**src/rtl/dma_pkg.sv**
```systemverilog
package dma_pkg;

  typedef enum logic [1:0] {
    XM_BLOCK  = 2'd0,
    XM_STEAL  = 2'd1,
    XM_HIDDEN = 2'd2,
    XM_RSVD   = 2'd3
  } xfer_mode_e;

  typedef enum logic [1:0] {
    SQ_IDLE,
    SQ_HOLD,
    SQ_GAP,
    SQ_HIDE
  } seq_state_e;

  localparam logic [1:0] SEL_ADDR = 2'd0;
  localparam logic [1:0] SEL_CNT  = 2'd1;
  localparam logic [1:0] SEL_CTRL = 2'd2;

  localparam int CB_GO   = 0;
  localparam int CB_MODE = 1;
  localparam int CB_DIR  = 3;
  localparam int CB_IRQ  = 4;

  // reserved encoding folds onto block mode
  function automatic xfer_mode_e decode_mode(input logic [1:0] f);
    return (f == 2'd3) ? XM_BLOCK : xfer_mode_e'(f);
  endfunction

endpackage

```
**src/rtl/dma_cursor.sv**
```systemverilog
module dma_cursor #(
  parameter int ADDR_W = 16,
  parameter int CNT_W  = 16
) (
  input  logic              clk,
  input  logic              rst_n,
  input  logic              load_addr,
  input  logic              load_cnt,
  input  logic [ADDR_W-1:0] new_addr,
  input  logic [CNT_W-1:0]  new_cnt,
  input  logic              step,
  output logic [ADDR_W-1:0] addr,
  output logic [CNT_W-1:0]  cnt,
  output logic              cnt_last,
  output logic              cnt_empty
);

  function automatic logic [ADDR_W-1:0] adv_addr(input logic [ADDR_W-1:0] a);
    return a + ADDR_W'(1);
  endfunction

  function automatic logic [CNT_W-1:0] dec_cnt(input logic [CNT_W-1:0] c);
    return c - CNT_W'(1);
  endfunction

  always_ff @(posedge clk) begin
    if (!rst_n) begin
      addr <= '0;
      cnt  <= '0;
    end else begin
      if (load_addr) addr <= new_addr;
      else if (step) addr <= adv_addr(addr);
      if (load_cnt)  cnt <= new_cnt;
      else if (step) cnt <= dec_cnt(cnt);
    end
  end

  assign cnt_last  = (cnt == CNT_W'(1));
  assign cnt_empty = (cnt == '0);

  p_addr_step_r2: assert property (@(posedge clk) disable iff (!rst_n)
    step |=> addr == ADDR_W'($past(addr) + ADDR_W'(1)));
  p_cnt_step_r2: assert property (@(posedge clk) disable iff (!rst_n)
    step |=> cnt == CNT_W'($past(cnt) - CNT_W'(1)));
  p_addr_hold_r1: assert property (@(posedge clk) disable iff (!rst_n)
    (!load_addr && !step) |=> $stable(addr));
  p_no_load_in_step_r1: assert property (@(posedge clk) disable iff (!rst_n)
    step |-> !(load_addr || load_cnt));

endmodule

```
**src/rtl/dma_regs.sv**
```systemverilog
module dma_regs
  import dma_pkg::*;
#(
  parameter int ADDR_W = 16,
  parameter int CNT_W  = 16,
  parameter int REG_W  = 16
) (
  input  logic              clk,
  input  logic              rst_n,
  input  logic [1:0]        reg_sel,
  input  logic              reg_wr,
  input  logic [REG_W-1:0]  reg_wdata,
  output logic [REG_W-1:0]  reg_rdata,
  input  logic              busy,
  input  logic              done,
  input  logic [ADDR_W-1:0] cur_addr,
  input  logic [CNT_W-1:0]  cur_cnt,
  output logic              load_addr,
  output logic              load_cnt,
  output logic              go,
  output xfer_mode_e        go_mode,
  output xfer_mode_e        mode,
  output logic              dir_to_mem,
  output logic              irq_flag
);

  logic wr_ctrl, irq_clr;

  assign wr_ctrl   = reg_wr && (reg_sel == SEL_CTRL);
  assign irq_clr   = wr_ctrl && reg_wdata[CB_IRQ];
  assign load_addr = reg_wr && (reg_sel == SEL_ADDR) && !busy;
  assign load_cnt  = reg_wr && (reg_sel == SEL_CNT) && !busy;
  assign go        = wr_ctrl && reg_wdata[CB_GO] && !busy;
  assign go_mode   = decode_mode(reg_wdata[CB_MODE+1:CB_MODE]);

  always_ff @(posedge clk) begin
    if (!rst_n) begin
      mode       <= XM_BLOCK;
      dir_to_mem <= 1'b0;
      irq_flag   <= 1'b0;
    end else begin
      if (go) begin
        mode       <= go_mode;
        dir_to_mem <= reg_wdata[CB_DIR];
      end
      if (done)         irq_flag <= 1'b1;
      else if (irq_clr) irq_flag <= 1'b0;
    end
  end

  always_comb begin
    reg_rdata = '0;
    case (reg_sel)
      SEL_ADDR: reg_rdata[ADDR_W-1:0] = cur_addr;
      SEL_CNT:  reg_rdata[CNT_W-1:0]  = cur_cnt;
      SEL_CTRL: begin
        reg_rdata[CB_GO]               = busy;
        reg_rdata[CB_MODE+1:CB_MODE]   = mode;
        reg_rdata[CB_DIR]              = dir_to_mem;
        reg_rdata[CB_IRQ]              = irq_flag;
      end
      default: reg_rdata = '0;
    endcase
  end

  p_irq_set_r7: assert property (@(posedge clk) disable iff (!rst_n)
    done |=> irq_flag);
  p_irq_sticky_r7: assert property (@(posedge clk) disable iff (!rst_n)
    (irq_flag && !irq_clr) |=> irq_flag);

endmodule

```
**src/rtl/dma_seq.sv**
```systemverilog
module dma_seq
  import dma_pkg::*;
(
  input  logic       clk,
  input  logic       rst_n,
  input  logic       go,
  input  xfer_mode_e go_mode,
  input  xfer_mode_e mode,
  input  logic       cnt_empty,
  input  logic       cnt_last,
  input  logic       bus_grant,
  input  logic       cpu_idle,
  input  logic       dev_req,
  output logic       bus_req,
  output logic       step,
  output logic       busy,
  output logic       done
);

  seq_state_e st, st_n;
  logic may_move, last_step, zero_go;

  always_comb begin
    may_move = 1'b0;
    case (st)
      SQ_HOLD: may_move = bus_grant;
      SQ_HIDE: may_move = cpu_idle;
      default: may_move = 1'b0;
    endcase
  end

  assign step      = may_move && dev_req;
  assign last_step = step && cnt_last;
  assign zero_go   = go && cnt_empty;
  assign done      = zero_go || last_step;
  assign bus_req   = (st == SQ_HOLD);
  assign busy      = (st != SQ_IDLE);

  always_comb begin
    st_n = st;
    case (st)
      SQ_IDLE: if (go && !cnt_empty) st_n = (go_mode == XM_HIDDEN) ? SQ_HIDE : SQ_HOLD;
      SQ_HOLD: if (step) st_n = cnt_last ? SQ_IDLE : ((mode == XM_STEAL) ? SQ_GAP : SQ_HOLD);
      SQ_GAP:  st_n = SQ_HOLD;
      SQ_HIDE: if (last_step) st_n = SQ_IDLE;
      default: st_n = SQ_IDLE;
    endcase
  end

  always_ff @(posedge clk) begin
    if (!rst_n) st <= SQ_IDLE;
    else        st <= st_n;
  end

  p_block_hold_r4: assert property (@(posedge clk) disable iff (!rst_n)
    (bus_req && mode != XM_STEAL && !last_step) |=> bus_req);
  p_block_release_r4: assert property (@(posedge clk) disable iff (!rst_n)
    last_step |=> !busy && !bus_req);
  p_steal_release_r5: assert property (@(posedge clk) disable iff (!rst_n)
    (step && mode == XM_STEAL) |=> !bus_req);
  p_hidden_no_req_r6: assert property (@(posedge clk) disable iff (!rst_n)
    (busy && mode == XM_HIDDEN) |-> !bus_req);
  p_zero_count_r8: assert property (@(posedge clk) disable iff (!rst_n)
    zero_go |=> !busy && !bus_req);
  p_busy_after_go_r11: assert property (@(posedge clk) disable iff (!rst_n)
    (go && !cnt_empty) |=> busy);

endmodule

```
**src/rtl/dma_single_ch.sv**
```systemverilog
module dma_single_ch
  import dma_pkg::*;
#(
  parameter int ADDR_W = 16,
  parameter int CNT_W  = 16,
  parameter int REG_W  = 16
) (
  input  logic              clk,
  input  logic              rst_n,
  input  logic [1:0]        reg_sel,
  input  logic              reg_wr,
  input  logic [REG_W-1:0]  reg_wdata,
  output logic [REG_W-1:0]  reg_rdata,
  output logic              irq,
  output logic              bus_req,
  input  logic              bus_grant,
  input  logic              cpu_idle,
  output logic [ADDR_W-1:0] mem_addr,
  output logic              mem_rd,
  output logic              mem_wr,
  output logic [7:0]        mem_wdata,
  input  logic [7:0]        mem_rdata,
  input  logic              dev_req,
  output logic              dev_ack,
  input  logic [7:0]        dev_rdata,
  output logic [7:0]        dev_wdata
);

  logic              load_addr, load_cnt, go, busy, done, step;
  logic              cnt_last, cnt_empty, dir_to_mem, irq_flag;
  logic [ADDR_W-1:0] cur_addr;
  logic [CNT_W-1:0]  cur_cnt;
  xfer_mode_e        go_mode, mode;

  dma_regs #(.ADDR_W(ADDR_W), .CNT_W(CNT_W), .REG_W(REG_W)) u_regs (
    .clk(clk), .rst_n(rst_n), .reg_sel(reg_sel), .reg_wr(reg_wr),
    .reg_wdata(reg_wdata), .reg_rdata(reg_rdata), .busy(busy), .done(done),
    .cur_addr(cur_addr), .cur_cnt(cur_cnt), .load_addr(load_addr),
    .load_cnt(load_cnt), .go(go), .go_mode(go_mode), .mode(mode),
    .dir_to_mem(dir_to_mem), .irq_flag(irq_flag)
  );

  dma_cursor #(.ADDR_W(ADDR_W), .CNT_W(CNT_W)) u_cursor (
    .clk(clk), .rst_n(rst_n), .load_addr(load_addr), .load_cnt(load_cnt),
    .new_addr(reg_wdata[ADDR_W-1:0]), .new_cnt(reg_wdata[CNT_W-1:0]),
    .step(step), .addr(cur_addr), .cnt(cur_cnt), .cnt_last(cnt_last),
    .cnt_empty(cnt_empty)
  );

  dma_seq u_seq (
    .clk(clk), .rst_n(rst_n), .go(go), .go_mode(go_mode), .mode(mode),
    .cnt_empty(cnt_empty), .cnt_last(cnt_last), .bus_grant(bus_grant),
    .cpu_idle(cpu_idle), .dev_req(dev_req), .bus_req(bus_req), .step(step),
    .busy(busy), .done(done)
  );

  assign mem_addr  = step ? cur_addr : '0;
  assign mem_wr    = step && dir_to_mem;
  assign mem_rd    = step && !dir_to_mem;
  assign mem_wdata = dev_rdata;
  assign dev_wdata = mem_rdata;
  assign dev_ack   = step;
  assign irq       = irq_flag;

  p_strobe_owner_r3: assert property (@(posedge clk) disable iff (!rst_n)
    (mem_rd || mem_wr) |-> ((bus_req && bus_grant) || (mode == XM_HIDDEN && cpu_idle)));
  p_ack_paced_r9: assert property (@(posedge clk) disable iff (!rst_n)
    dev_ack |-> dev_req);
  p_one_strobe_r10: assert property (@(posedge clk) disable iff (!rst_n)
    !(mem_rd && mem_wr));

endmodule

```
**config.mk**
```make
export PLATFORM = sky130hd
export DESIGN_NAME = dma_single_ch
export DESIGN_NICKNAME = d
export VERILOG_FILES = /design/src/rtl/dma_pkg.sv /design/src/rtl/dma_cursor.sv /design/src/rtl/dma_regs.sv /design/src/rtl/dma_seq.sv /design/src/rtl/dma_single_ch.sv
export SDC_FILE = /design/constraint.sdc
export NUM_CORES = 1
export LEC_CHECK = 0
export BUFFER_PORTS_ARGS = -buffer_cell sky130_fd_sc_hd__buf_4
export CORE_MARGIN = 8
export CORE_UTILIZATION = 45
export CTS_CLUSTER_DIAMETER = 200
export DETAILED_ROUTE_END_ITERATION = 8
export GPL_TIMING_DRIVEN = 0
export HOLD_SLACK_MARGIN = 0.05
export PLACE_DENSITY = 0.73
export RECOVER_POWER = 25
export SLEW_MARGIN = 20
export SYNTH_ARGS = -nofsm -noshare
export SYNTH_HDL_FRONTEND = slang
export SYNTH_HIERARCHICAL = 1
export SYNTH_SLANG_ARGS = --single-unit
```
**constraint.sdc**
```tcl
create_clock -name clk -period 4.7 [get_ports clk]
set_input_delay 0.94 -clock clk [delete_from_list [all_inputs] [get_ports clk]]
set_output_delay 0.94 -clock clk [all_outputs]
set_load 0.02 [all_outputs]
```
# Yosys cells after proc, flatten, opt, wreduce, memory -nomap -nowiden
# Cells that the tools add are included.
[totals]
elab_cells = 64
out_inout_bits = 53
romBits = 0
regBits = 38
inputBits = 40
mem_bits_rw = 0
mem_count = 0
latch_bits = 0
[classes]
div_mod_pow = 0
bitwise = 0
n_reduce_logical = 26
n_shift = 0
magnitude_cmp = 0
mul = 0
add_sub_neg = 2
eq_ne = 12
n_mux = 18
[ops]
columns = ["operator", "count"]
rows = [
  ["$mux 16", 5],
  ["$pmux 11 s2", 1],
  ["$add 16x1->16 const B", 1],
  ["$eq 16x1->1 const B", 1],
  ["$logic_not 16->1", 1],
  ["$sub 16x1->16 const B", 1],
  ["$pmux 5 s3", 1],
  ["$logic_and 1x1->1", 14],
  ["$mux 2", 7],
  ["$eq 2x2->1 const B", 5],
  ["$pmux 2 s4", 1],
  ["$reduce_bool 2->1", 4],
  ["$eq 2x1->1 const B", 3],
  ["$ne 2x1->1 const B", 3],
  ["$logic_not 2->1", 2],
  ["$logic_not 1->1", 3],
  ["$reduce_and 3->1", 1],
  ["$mux 1", 2],
  ["$pmux 1 s2", 1],
  ["$logic_or 1x1->1", 1],
]

# Longest topological paths before layout
# Gate-level depths: netlist of the first run.
[depth]
ltp_word = 7
depth_mapped = 8
ltp_nobuf = 7

# Modules after synthesis
# The synthesis of the first run kept the hierarchy.
[by_module_without_submodules]
columns = ["mod", "area_each_um2", "instances", "cells_per_inst", "seq_area_each_um2"]
rows = [
  ["dma_cursor", 1776.7, 1, 208, 640.6],
  ["dma_regs", 488.0, 1, 64, 80.1],
  ["dma_single_ch", 244.0, 1, 35, 0.0],
  ["dma_seq", 172.7, 1, 21, 40.0],
]

# Worst setup path after synthesis of the first run
# OpenSTA, ideal clock, no wires.
[synth_path]
path_kind = "input to output"
start = "input dev_req"
end = "output mem_addr[10]"
slack_ns = 1.678
arrival_time_ns = 2.082
cell_stages = 4
required_time_ns = 3.760
path_buffers = 1
path_cell_list = "nand2_1 nor2_1 buf_6 and2_1"
[synth_between]
elab_chain_cells = 2
[synth_rtl]
columns = ["element", "line_no", "source"]
rows = [
  ["from (decl)", "dma_single_ch.sv:23", "input logic dev_req,"],
  ["$logic_and 1x1->1", "dma_seq.sv:32", "assign step = may_move && dev_req;"],
  ["named net dev_ack", "dma_single_ch.sv:24", "output logic dev_ack,"],
  ["$mux 16", "dma_single_ch.sv:57", "assign mem_addr = step ? cur_addr : '0;"],
  ["to (decl)", "dma_single_ch.sv:18", "output logic [ADDR_W-1:0] mem_addr,"],
]
# The timed path passes the listed nets, and every way through them passes these cells.

# Worst setup path in the final report of the first run
[layout_path]
start = "input dev_req"
end = "output mem_addr[14]"
[layout_between]
elab_chain_cells = 2
[layout_rtl]
columns = ["element", "line_no"]
rows = [
  ["$logic_and 1x1->1", "dma_seq.sv:32"],
  ["$mux 16", "dma_single_ch.sv:57"],
]
# No other way between the ends.

==> results of run 1 <==
per-layer routing:
metal	share of wire (%)	wire, um	track usage (%)
met1	44	3490	23.3
met2	48	3880	30.8
met3	6.7	538	3.93
met4	1.3	106	6.04
met5	0	0	0
sequential cells by signal (all words and copies together) (netlist names):
signal,count
u_seq/st,2
u_regs/dir_to_mem,1
u_cursor/cnt,16
u_regs/mode,2
u_regs/irq_flag,1
u_cursor/addr,16
power groups by stage:
stage	Combinational (mW)	Clock [mW]	Sequential, mW
after floorplan	0.122	0	0.365
after global placement	0.181	0	0.374
after detailed placement	0.183	0	0.374
after CTS	0.184	0.217	0.367
after global routing	0.193	0.232	0.370
final	0.177	0.215	0.367
metrics by stage:
step / power (mW) / util (%) / instance area [um^2] / std cells
finish: 0.759 / 57.3 / 3350 / 486
global route: 0.795 / 57.3 / 3350 / 486
CTS: 0.767 / 58.5 / 3420 / 486
detailed placement: 0.557 / 57.2 / 3350 / 479
global placement: 0.554 / 57.2 / 3350 / 479
floorplan: 0.487 / - / 2680 / 328
cell usage after synthesis, drive strengths merged, types with 9 or more instances:
cell type,n
mux2i,19
nand4,11
clkbuf,9
a21oi,27
nand2,24
nor4,11
nor2,21
and2,22
xnor2,26
dfxtp,38
o21ai,33
buf,23
final cells by class:
class                   count  area, um^2
clock buffers               7        76.3
plain buffers              32         214
inverters                   8        30.0
flip-flops and latches     38         761
fillers                   570        2500
well taps                  75        93.8
repair buffers             76         503
multi-input cells         250        1680
cell families after synthesis:
| group | count (synthesis) | share of synthesized area, % |
|---|---|---|
| compound gates | 72 | 15.5 |
| xor+xnor | 29 | 9.47 |
| fa+ha+maj | 3 | 1.40 |
| buf+inv | 40 | 9.10 |
| flops | 38 | 28.4 |
| mux | 19 | 7.09 |
| simple gates | 127 | 29.1 |
how the worst min path moves through the flow:
stage / slack (ps) / cells past startpoint / end
after floorplan: 450 / 2 / u_regs/mode[0]
after global placement: 470 / 2 / u_regs/mode[1]
after detailed placement: 480 / 2 / u_regs/mode[1]
after CTS: 490 / 2 / u_regs/mode[1]
after global routing: 520 / 2 / u_regs/mode[0]
final: 500 / 2 / u_regs/dir_to_mem
worst max-delay path: stages:
cell and delay (ps):
buf_4 90, nand2_1 60, nor2_2 540, buf_6 210
and2_1 120, buf_4 140
==> metrics.md, run 1 <==
| Metric | Value |
|---|---|
| Run status | `completed` |
| Number of clock buffers inserted by TritonCTS | `5` |
| Post-Syn Instances | `~330` |
| Global-route wire length before repair | `~13000 um` |
| Netlist cell types | `48` |
| Final Cycle Share | `64.7%` |
| Placer Congestion | `roughly 0.86` |
| Max-cap violations | `0` |
| H-tree depth | `2` |
| Root Buffer | `clkbuf_8` |
| Number of detailed-route iterations in the first pass | `4` |
| Reg2reg path depth | `7` |
| Sequential share of power | `between 40% and 50%` |
| RSZ-0062 raised after global routing | `false` |
| Clk Latency, worst-skew pair | `290 ps` |
| GRT Util Overall | `a little under a fifth` |
| Placed wire-length estimate | `6350 um` |
| Vias per cell | `approximately 5.4` |
| Fin crit period | `a little over 3000 ps` |
| Mean Syn Cell Area | `between 8 and 9 um^2` |
| Arrival time worst endpoint | `about 2100 ps` |
| Layout net count | `454` |
| Switching portion of total power | `between 30% and 40%` |
| Clk buf depth | `2` |
| Vias in the first global route | `between 2000 and 3000` |
| Vias | `between 2000 and 3000` |
| Flop-to-flop setup slack | `roughly 2300 ps` |
| Top-area cell type share of the netlist area | `28.4%` |
| Final setup margin | `1660 ps` |
| Die area | `a little under 0.009 mm^2` |
| Pre-CTS worst setup slack | `1310 ps` |
| Synth Warn # | `6` |
| Sequential area share after synthesis | `between 20 and 30%` |
| WL/cell | `between 15 and 20 um` |
| Final setup fails | `0` |
| Initial cell density of the core | `between 40% and 50%` |
| CP Max Fanout | `17` |
| Post-Synthesis Net Count | `371` |
| Register bit total from synthesis | `38` |
| Setup bufs post-CTS | `0` |
| Net Sw Power | `around 0.23 mW` |
| CTS clk-pin slew, worst paths | `around 70 ps` |
| Worst setup SP type | `input pin` |
| Die Wd | `~93 um` |
| Commonest non-fill, non-tap cell in the layout | `buf_4` |
| IO buf count | `76` |
| Commonest non-fill, non-tap cells in the layout | `buf_4 (74), dfxtp_1 (38), o21ai_0 (32)` |
| Fin Setup TNS | `0 ps` |
| Gr ovfl total | `0` |
| Detailed Route Iter0 Violations | `194` |
| R2r startpoint | `u_seq/st[1]` |
| Slew @ Worst Pin | `671 ps` |
| Area leader, netlist | `dfxtp_1` |
| Worst hold margin | `505 ps` |
| TritonCTS clock tree | `built` |
| Boundary Pins | `between 90 and 100` |
| Setup Skew | `about 3.9 ps` |
| Residual DRC | `0` |
| Crit Path Category | `in2out` |
| Peak supply drop | `0.103 mV` |
| Row cnt | `28` |
| Worst setup EP type | `output port` |
| Worst EP required | `3760 ps` |
| Final hold vios | `0` |
| P_int | `about 0.52 mW` |
| Combinational power share | `roughly a quarter` |
| CTS Sinks | `38` |
| Ys async rst share | `0%` |
| Post-synth EDFFs | `0` |
| Cts repair resizes | `0` |
| Initial antenna violation count | `0` |
| CTS Hold Bufs | `0` |
| Layout area overhead | `25.1%` |
| Critical Path Sink | `mem_addr[14]` |
| Post-route ant nets | `0` |
| Core ar. | `just under 0.006 mm^2` |
| Worst hold path type | `reg2reg` |
| Min-delay src | `u_regs/dir_to_mem` |
| Final Max Tran Viols | `0` |
| Antenna Cells | `0` |
| Mapped Area | `~0.0027 mm^2` |
| Final WL | `about 8000 um` |
| Chip height | `93.2 um` |
| Setup crit start | `dev_req` |
| Clock network power share | `roughly 28%` |
| Synth top area cells | `dfxtp_1 (28%), xnor2_1 (8.5%), mux2i_1 (7.1%), o21ai_0 (5.8%), a21oi_1 (5.0%)` |
| Max Freq | `329 MHz` |
| Largest net degree at the start of global routing | `18` |
| Ratio of cells with drive above 1 in the final layout | `24.6%` |
| FF-to-FF End | `u_cursor/addr[10]` |
| PwrDens | `roughly 230 mW/mm^2` |
| Ys flop type | `dfxtp_1` |
| Leak pwr | `between 1 and 1.5 nW` |
| Slew headroom | `between 50% and 60%` |
Power figures use the tool's default switching activity.
==> inputs of run 2 (changes only) <==
==> constraint.sdc (replaced) <==
create_clock -name clk -period 3.06 [get_ports clk]
set_input_delay 0.612 -clock clk [delete_from_list [all_inputs] [get_ports clk]]
set_output_delay 0.612 -clock clk [all_outputs]
set_load 0.02 [all_outputs]
==> metrics.md, run 2 (synthesized netlist as in run 1, its figures left out) <==
| Metric | Value |
|---|---|
| Run status | `completed` |
| Crit path max-delay family | `buffers and inverters` |
| Initial cell density of the core | `roughly 46%` |
| Max incr delay on CP | `roughly 530 ps` |
| Clk buf depth | `2` |
| IO buf count | `76` |
| Worst EP required | `2450 ps` |
| Slew @ Worst Pin | `701 ps` |
| Clk Latency, worst-skew pair | `between 200 and 300 ps` |
| Number of detailed-route iterations in the first pass | `4` |
| CTS clk-pin slew, worst paths | `about 70 ps` |
| Vias in the first global route | `between 2000 and 3000` |
| Gr ovfl total | `0` |
| PwrDens | `348 mW/mm^2` |
| WL/cell | `about 16 um` |
| GRT Util Overall | `between 10% and 20%` |
| Area of the multi-input gates | `about 0.0017 mm^2` |
| Die Wd | `about 93 um` |
| Final setup fails | `0` |
| Crit Path Category | `in2out` |
| Worst setup SP type | `input pin` |
| Leading registers by flop count | `u_cursor/addr (16), u_cursor/cnt (16)` |
| Largest net degree at the start of global routing | `18` |
| Detailed Route Iter0 Violations | `between 150 and 200` |
| Fillcell total | `around 570` |
| Commonest non-fill, non-tap cells in the layout | `buf_4 (75), dfxtp_1 (38), o21ai_0 (32)` |
| Worst setup EP type | `output port` |
| R2r startpoint | `u_seq/st[1]` |
| Peak supply drop | `~0.16 mV` |
| Sum of buffers and inverters on the critical path | `4` |
| Number of clock buffers inserted by TritonCTS | `5` |
| H-tree depth | `2` |
| Cts repair resizes | `0` |
| Core ar. | `a little under 0.006 mm^2` |
| Pwr Total | `1.16 mW` |
| RSZ-0062 raised after global routing | `false` |
| CTS Sinks | `38` |
| Register area | `761 um^2` |
| Final WL | `between 7000 and 8000 um` |
| Ratio of cells with drive above 1 in the final layout | `24.3%` |
| Post-route ant nets | `0` |
| TritonCTS clock tree | `built` |
| Max Freq | `roughly 400 MHz` |
| Layout area overhead | `24.8%` |
| Antenna Cells | `0` |
| Initial antenna violation count | `0` |
| Fin crit period | `2530 ps` |
| Residual DRC | `0` |
| Post-Layout Cell Count | `slightly below 500` |
| Setup crit start | `reg_sel[0]` |
| Sequence of cells on the critical path | `buf_4, clkbuf_1, buf_6, mux2i_1, nor2_1, buf_4` |
| Area post-placement | `between 0.003 and 0.004 mm^2` |
| Die area | `slightly below 0.009 mm^2` |
| Global-route wire length before repair | `12900 um` |
| Boundary Pins | `93` |
| Final Util | `between 50% and 60%` |
| Placer Congestion | `0.865` |
| Min-delay src | `u_regs/mode[1]` |
| Final Max Tran Viols | `0` |
| Worst hold path type | `reg2reg` |
| Arrival time worst endpoint | `around 1900 ps` |
| Root Buffer | `clkbuf_8` |
| Placed wire-length estimate | `~6400 um` |
| CP Max Fanout | `10` |
| Commonest non-fill, non-tap cell in the layout | `buf_4` |
| Final hold vios | `0` |
| Slew headroom | `between 50% and 60%` |
| Vias per cell | `about 5.4` |
| CTS Hold Bufs | `0` |
| Chip height | `approximately 93 um` |
| Max-cap violations | `0` |
| Fin Setup TNS | `0 ps` |
| Setup Skew | `roughly 4.6 ps` |
| Vias | `roughly 2600` |
| Slowest CP cell | `clkbuf_1` |
| Leak pwr | `between 1 and 1.5 nW` |
| Final Cycle Share | `slightly above 80%` |
| Design area | `between 0.003 and 0.004 mm^2` |
| Placed Instances | `~480` |
| Row cnt | `28` |
| Cell mode on critical path | `buf_4` |
| Setup bufs post-CTS | `0` |
| Layout net count | `between 400 and 500` |
==> run 2: cell counts in the layout (fill, tap and decap cells not counted) <==
No cell type changed its count.
==> run 2: worst paths after layout <==
check | endpoint | slack, ps | depth (start not counted)
setup reg to reg | u_cursor/addr[10] | 690 | 7
hold / removal | u_regs/mode[1] | 500 | 2
hold reg to reg | u_regs/mode[1] | 500 | 2
setup / recovery | reg_rdata[13] | 530 | 6
==> run 2: layout make-up <==
cell class | count | share of cell area (%)
Clock buffer | 7 | 2.28
Tap cell | 75 | 2.80
Buffer | 32 | 6.17
Multi-Input combinational cell | 250 | 50.0
Timing Repair Buffer | 76 | 15.1
Sequential cell | 38 | 22.7
Inverter | 8 | 0.897
==> run 2: layer usage <==
metal	routed length [um]	GRT usage (%)	vias up
met4	106	6.04	0
met5	0	0	-
met3	492	3.93	9
met2	3900	30.8	80
li1	-	-	1313
met1	3500	23.3	1239
==> run 2: worst register-to-register path, cell delays in order, from the launching register on <==
cell	delay (ps)
dfxtp_1	400
mux2i_1	110
nor2_2	530
buf_2	370
nand4_1	260
nor3_1	320
xnor2_1	160
a21oi_1	90
==> run 2: where the power goes <==
part           leakage, nW  internal (mW)  switching [mW]
Clock               0.0383          0.157           0.173
Combinational         1.01          0.127           0.144
Sequential           0.310          0.520          0.0431
Total                 1.36          0.804           0.360
==> run 2: through the flow <==
stage / setup WS [ps] / hold slack, ps
2_1_floorplan: 587 / 450
3_3_place_gp: 157 / 472
3_5_place_dp: 71.0 / 481
4_1_cts: 276 / 493
5_1_grt: 456 / 523
6_report: 529 / 505
==> inputs of run 3 (changes only) <==
--- a/config.mk
+++ b/config.mk
@@ -12,7 +12,7 @@
 export DETAILED_ROUTE_END_ITERATION = 8
 export GPL_TIMING_DRIVEN = 0
 export HOLD_SLACK_MARGIN = 0.05
-export PLACE_DENSITY = 0.73
+export PLACE_DENSITY = 0.76
 export RECOVER_POWER = 25
 export SLEW_MARGIN = 20
 export SYNTH_ARGS = -nofsm -noshare
==> constraint.sdc (replaced) <==
create_clock -name clk -period 2.1 [get_ports clk]
set_input_delay 0.42 -clock clk [delete_from_list [all_inputs] [get_ports clk]]
set_output_delay 0.42 -clock clk [all_outputs]
set_load 0.02 [all_outputs]
==> metrics.md, run 3 (synthesized netlist as in run 1, its figures left out) <==
| Metric | Value |
|---|---|
| Run status | `completed` |
| Crit path max-delay family | `simple AND/OR/NAND/NOR gates` |
| Antenna Cells | `0` |
| Sequential share of power | `around 47%` |
| Clock network power share | `~28%` |
| Worst setup SP type | `flip-flop` |
| Global-route wire length before repair | `roughly 13000 um` |
| Final Max Tran Viols | `0` |
| Chip height | `93.2 um` |
| Commonest non-fill, non-tap cell in the layout | `buf_4` |
| Number of detailed-route iterations in the first pass | `4` |
| Row cnt | `28` |
| Net Sw Power | `0.559 mW` |
| Crit Path Category | `reg2reg` |
| Detailed Route Iter0 Violations | `232` |
| CTS Sinks | `38` |
| CTS Hold Bufs | `0` |
| Number of clock buffers inserted by TritonCTS | `5` |
| PwrDens | `504 mW/mm^2` |
| Placed wire-length estimate | `between 6000 and 7000 um` |
| Combinational power share | `approximately 25%` |
| Gr ovfl total | `0` |
| Area post-placement | `0.00335 mm^2` |
| Final hold vios | `0` |
| WL/cell | `17.3 um` |
| Post-route ant nets | `0` |
| CTS clk-pin slew, worst paths | `80 ps` |
| GRT Util Overall | `a little under a fifth` |
| Placed Instances | `479` |
| TritonCTS clock tree | `built` |
| Layout net count | `roughly 460` |
| P_int | `1.19 mW` |
| Slowest CP cell | `or4_4` |
| Leading registers by flop count | `u_cursor/addr (16), u_cursor/cnt (16)` |
| Residual DRC | `0` |
| Arrival time worst endpoint | `approximately 2300 ps` |
| Slew headroom | `65.9%` |
| Commonest non-fill, non-tap cells in the layout | `buf_4 (82), dfxtp_1 (35), o21ai_0 (30)` |
| Initial cell density of the core | `between 40 and 50%` |
| Vias | `~2700` |
| Worst hold path type | `in2reg` |
| Max Freq | `482 MHz` |
| Layout area overhead | `29.4%` |
| Boundary Pins | `a little over 90` |
| Die area | `just under 0.009 mm^2` |
| Switching portion of total power | `between 30% and 40%` |
| Setup Skew | `~6.5 ps` |
| Max-cap violations | `0` |
| Largest net degree at the start of global routing | `14` |
| Initial antenna violation count | `0` |
| IO buf count | `76` |
| Sum of buffers and inverters on the critical path | `1` |
| Core ar. | `around 0.0059 mm^2` |
| Final WL | `roughly 8500 um` |
| Fin crit period | `approximately 2100 ps` |
| H-tree depth | `2` |
| CP Max Fanout | `6` |
| Clk Latency, worst-skew pair | `290 ps` |
| Vias in the first global route | `~2700` |
| Sequence of cells on the critical path | `or4_4, buf_8, nor3_2, and3_1, and2_4, and2b_1, o21ai_2, a31oi_1` |
| Clk buf depth | `2` |
| Max incr delay on CP | `roughly 540 ps` |
| Vias per cell | `5.49` |
| Die Wd | `93.2 um` |
| Peak supply drop | `slightly below 0.3 mV` |
| Slew @ Worst Pin | `a little over 500 ps` |
| Placer Congestion | `0.907` |
| Leak pwr | `about 1.4 nW` |
| Worst setup EP type | `flip-flop` |
| RSZ-0062 raised after global routing | `true` |
| Ratio of cells with drive above 1 in the final layout | `between 20% and 30%` |
| Design area | `approximately 0.0035 mm^2` |
| Worst EP required | `around 2300 ps` |
| Root Buffer | `clkbuf_8` |
| Final Cycle Share | `a little over nine tenths` |
| Post-Layout Cell Count | `around 490` |
| Final setup fails | `0` |
-- run 3: cell count changes in the layout (fill, tap and decap cells not counted), moves of 2 or more --
cell,delta
buf_4,+7
o21ai_0,-2
nor3_1,-2
dfxtp_1,-3
clkinv_2,+2
clkbuf_1,-3
and2_4,+3
nor3_2,+2
and2_1,-2
dfxtp_2,+2
-- run 3: worst reg2reg max path, stage by stage, from the launching register on --
cell     delay [ps]
dfxtp_2         370
or4_4           540
buf_8           150
nor3_2          110
and3_1          220
and2_4          160
and2b_1         190
o21ai_2         180
a31oi_1          50
-- run 3: final cells by class --
class / instances / area (um^2)
fillers: 548 / 2380
clock inverters: 2 / 10.0
clock buffers: 5 / 68.8
plain buffers: 32 / 220
inverters: 8 / 30.0
well taps: 75 / 93.8
flip-flops and latches: 38 / 767
repair buffers: 82 / 552
multi-input cells: 251 / 1730
-- run 3: repair_timing --
action,CTS,global route
buffers inserted,1,5
gates cloned,1,0
pin swaps,1,3
setup endpoints to repair,40,12
gates resized for setup,9,8
-- run 3: final timing paths --
path	start	endpoint	slack (ps)	cells after the start
min	reg_wdata[3]	u_cursor/addr[3]	390	2
max reg2reg	u_cursor/cnt[3]	u_seq/st[0]	30	8
max	u_cursor/cnt[3]	u_seq/st[0]	30	8
min reg2reg	u_regs/mode[1]	u_regs/mode[1]	500	2
-- run 3: metrics by stage --
step | setup TNS (ps) | power [mW] | worst slack [ps] | hold WS, ps | utilization, %
after floorplan | 0 | 1.09 | 57.2 | 450 | -
after global placement | -2910 | 1.24 | -282 | 473 | 57.2
after detailed placement | -4160 | 1.25 | -337 | 483 | 57.2
after CTS | 0 | 1.73 | 18.3 | 396 | 59.3
after global routing | -82.3 | 1.82 | -29.5 | 392 | 59.3
final | 0 | 1.75 | 26.3 | 391 | 59.3
-- run 3: power by group through the flow --
| stage | sequential (mW) | combinational (mW) | clock (mW) |
|---|---|---|---|
| after floorplan | 0.816 | 0.274 | 0 |
| after global placement | 0.836 | 0.404 | 0 |
| after detailed placement | 0.837 | 0.410 | 0 |
| after CTS | 0.821 | 0.420 | 0.484 |
| after global routing | 0.828 | 0.471 | 0.517 |
| final | 0.821 | 0.437 | 0.490 |
-- run 3: layer usage --
metal | wire length [um] | part of all wire [%] | GRT usage, %
met5 | 0 | 0 | 0
met3 | 601 | 7.0 | 3.93
met4 | 99 | 1.2 | 5.23
met2 | 4240 | 50 | 32.4
met1 | 3600 | 42 | 23.8
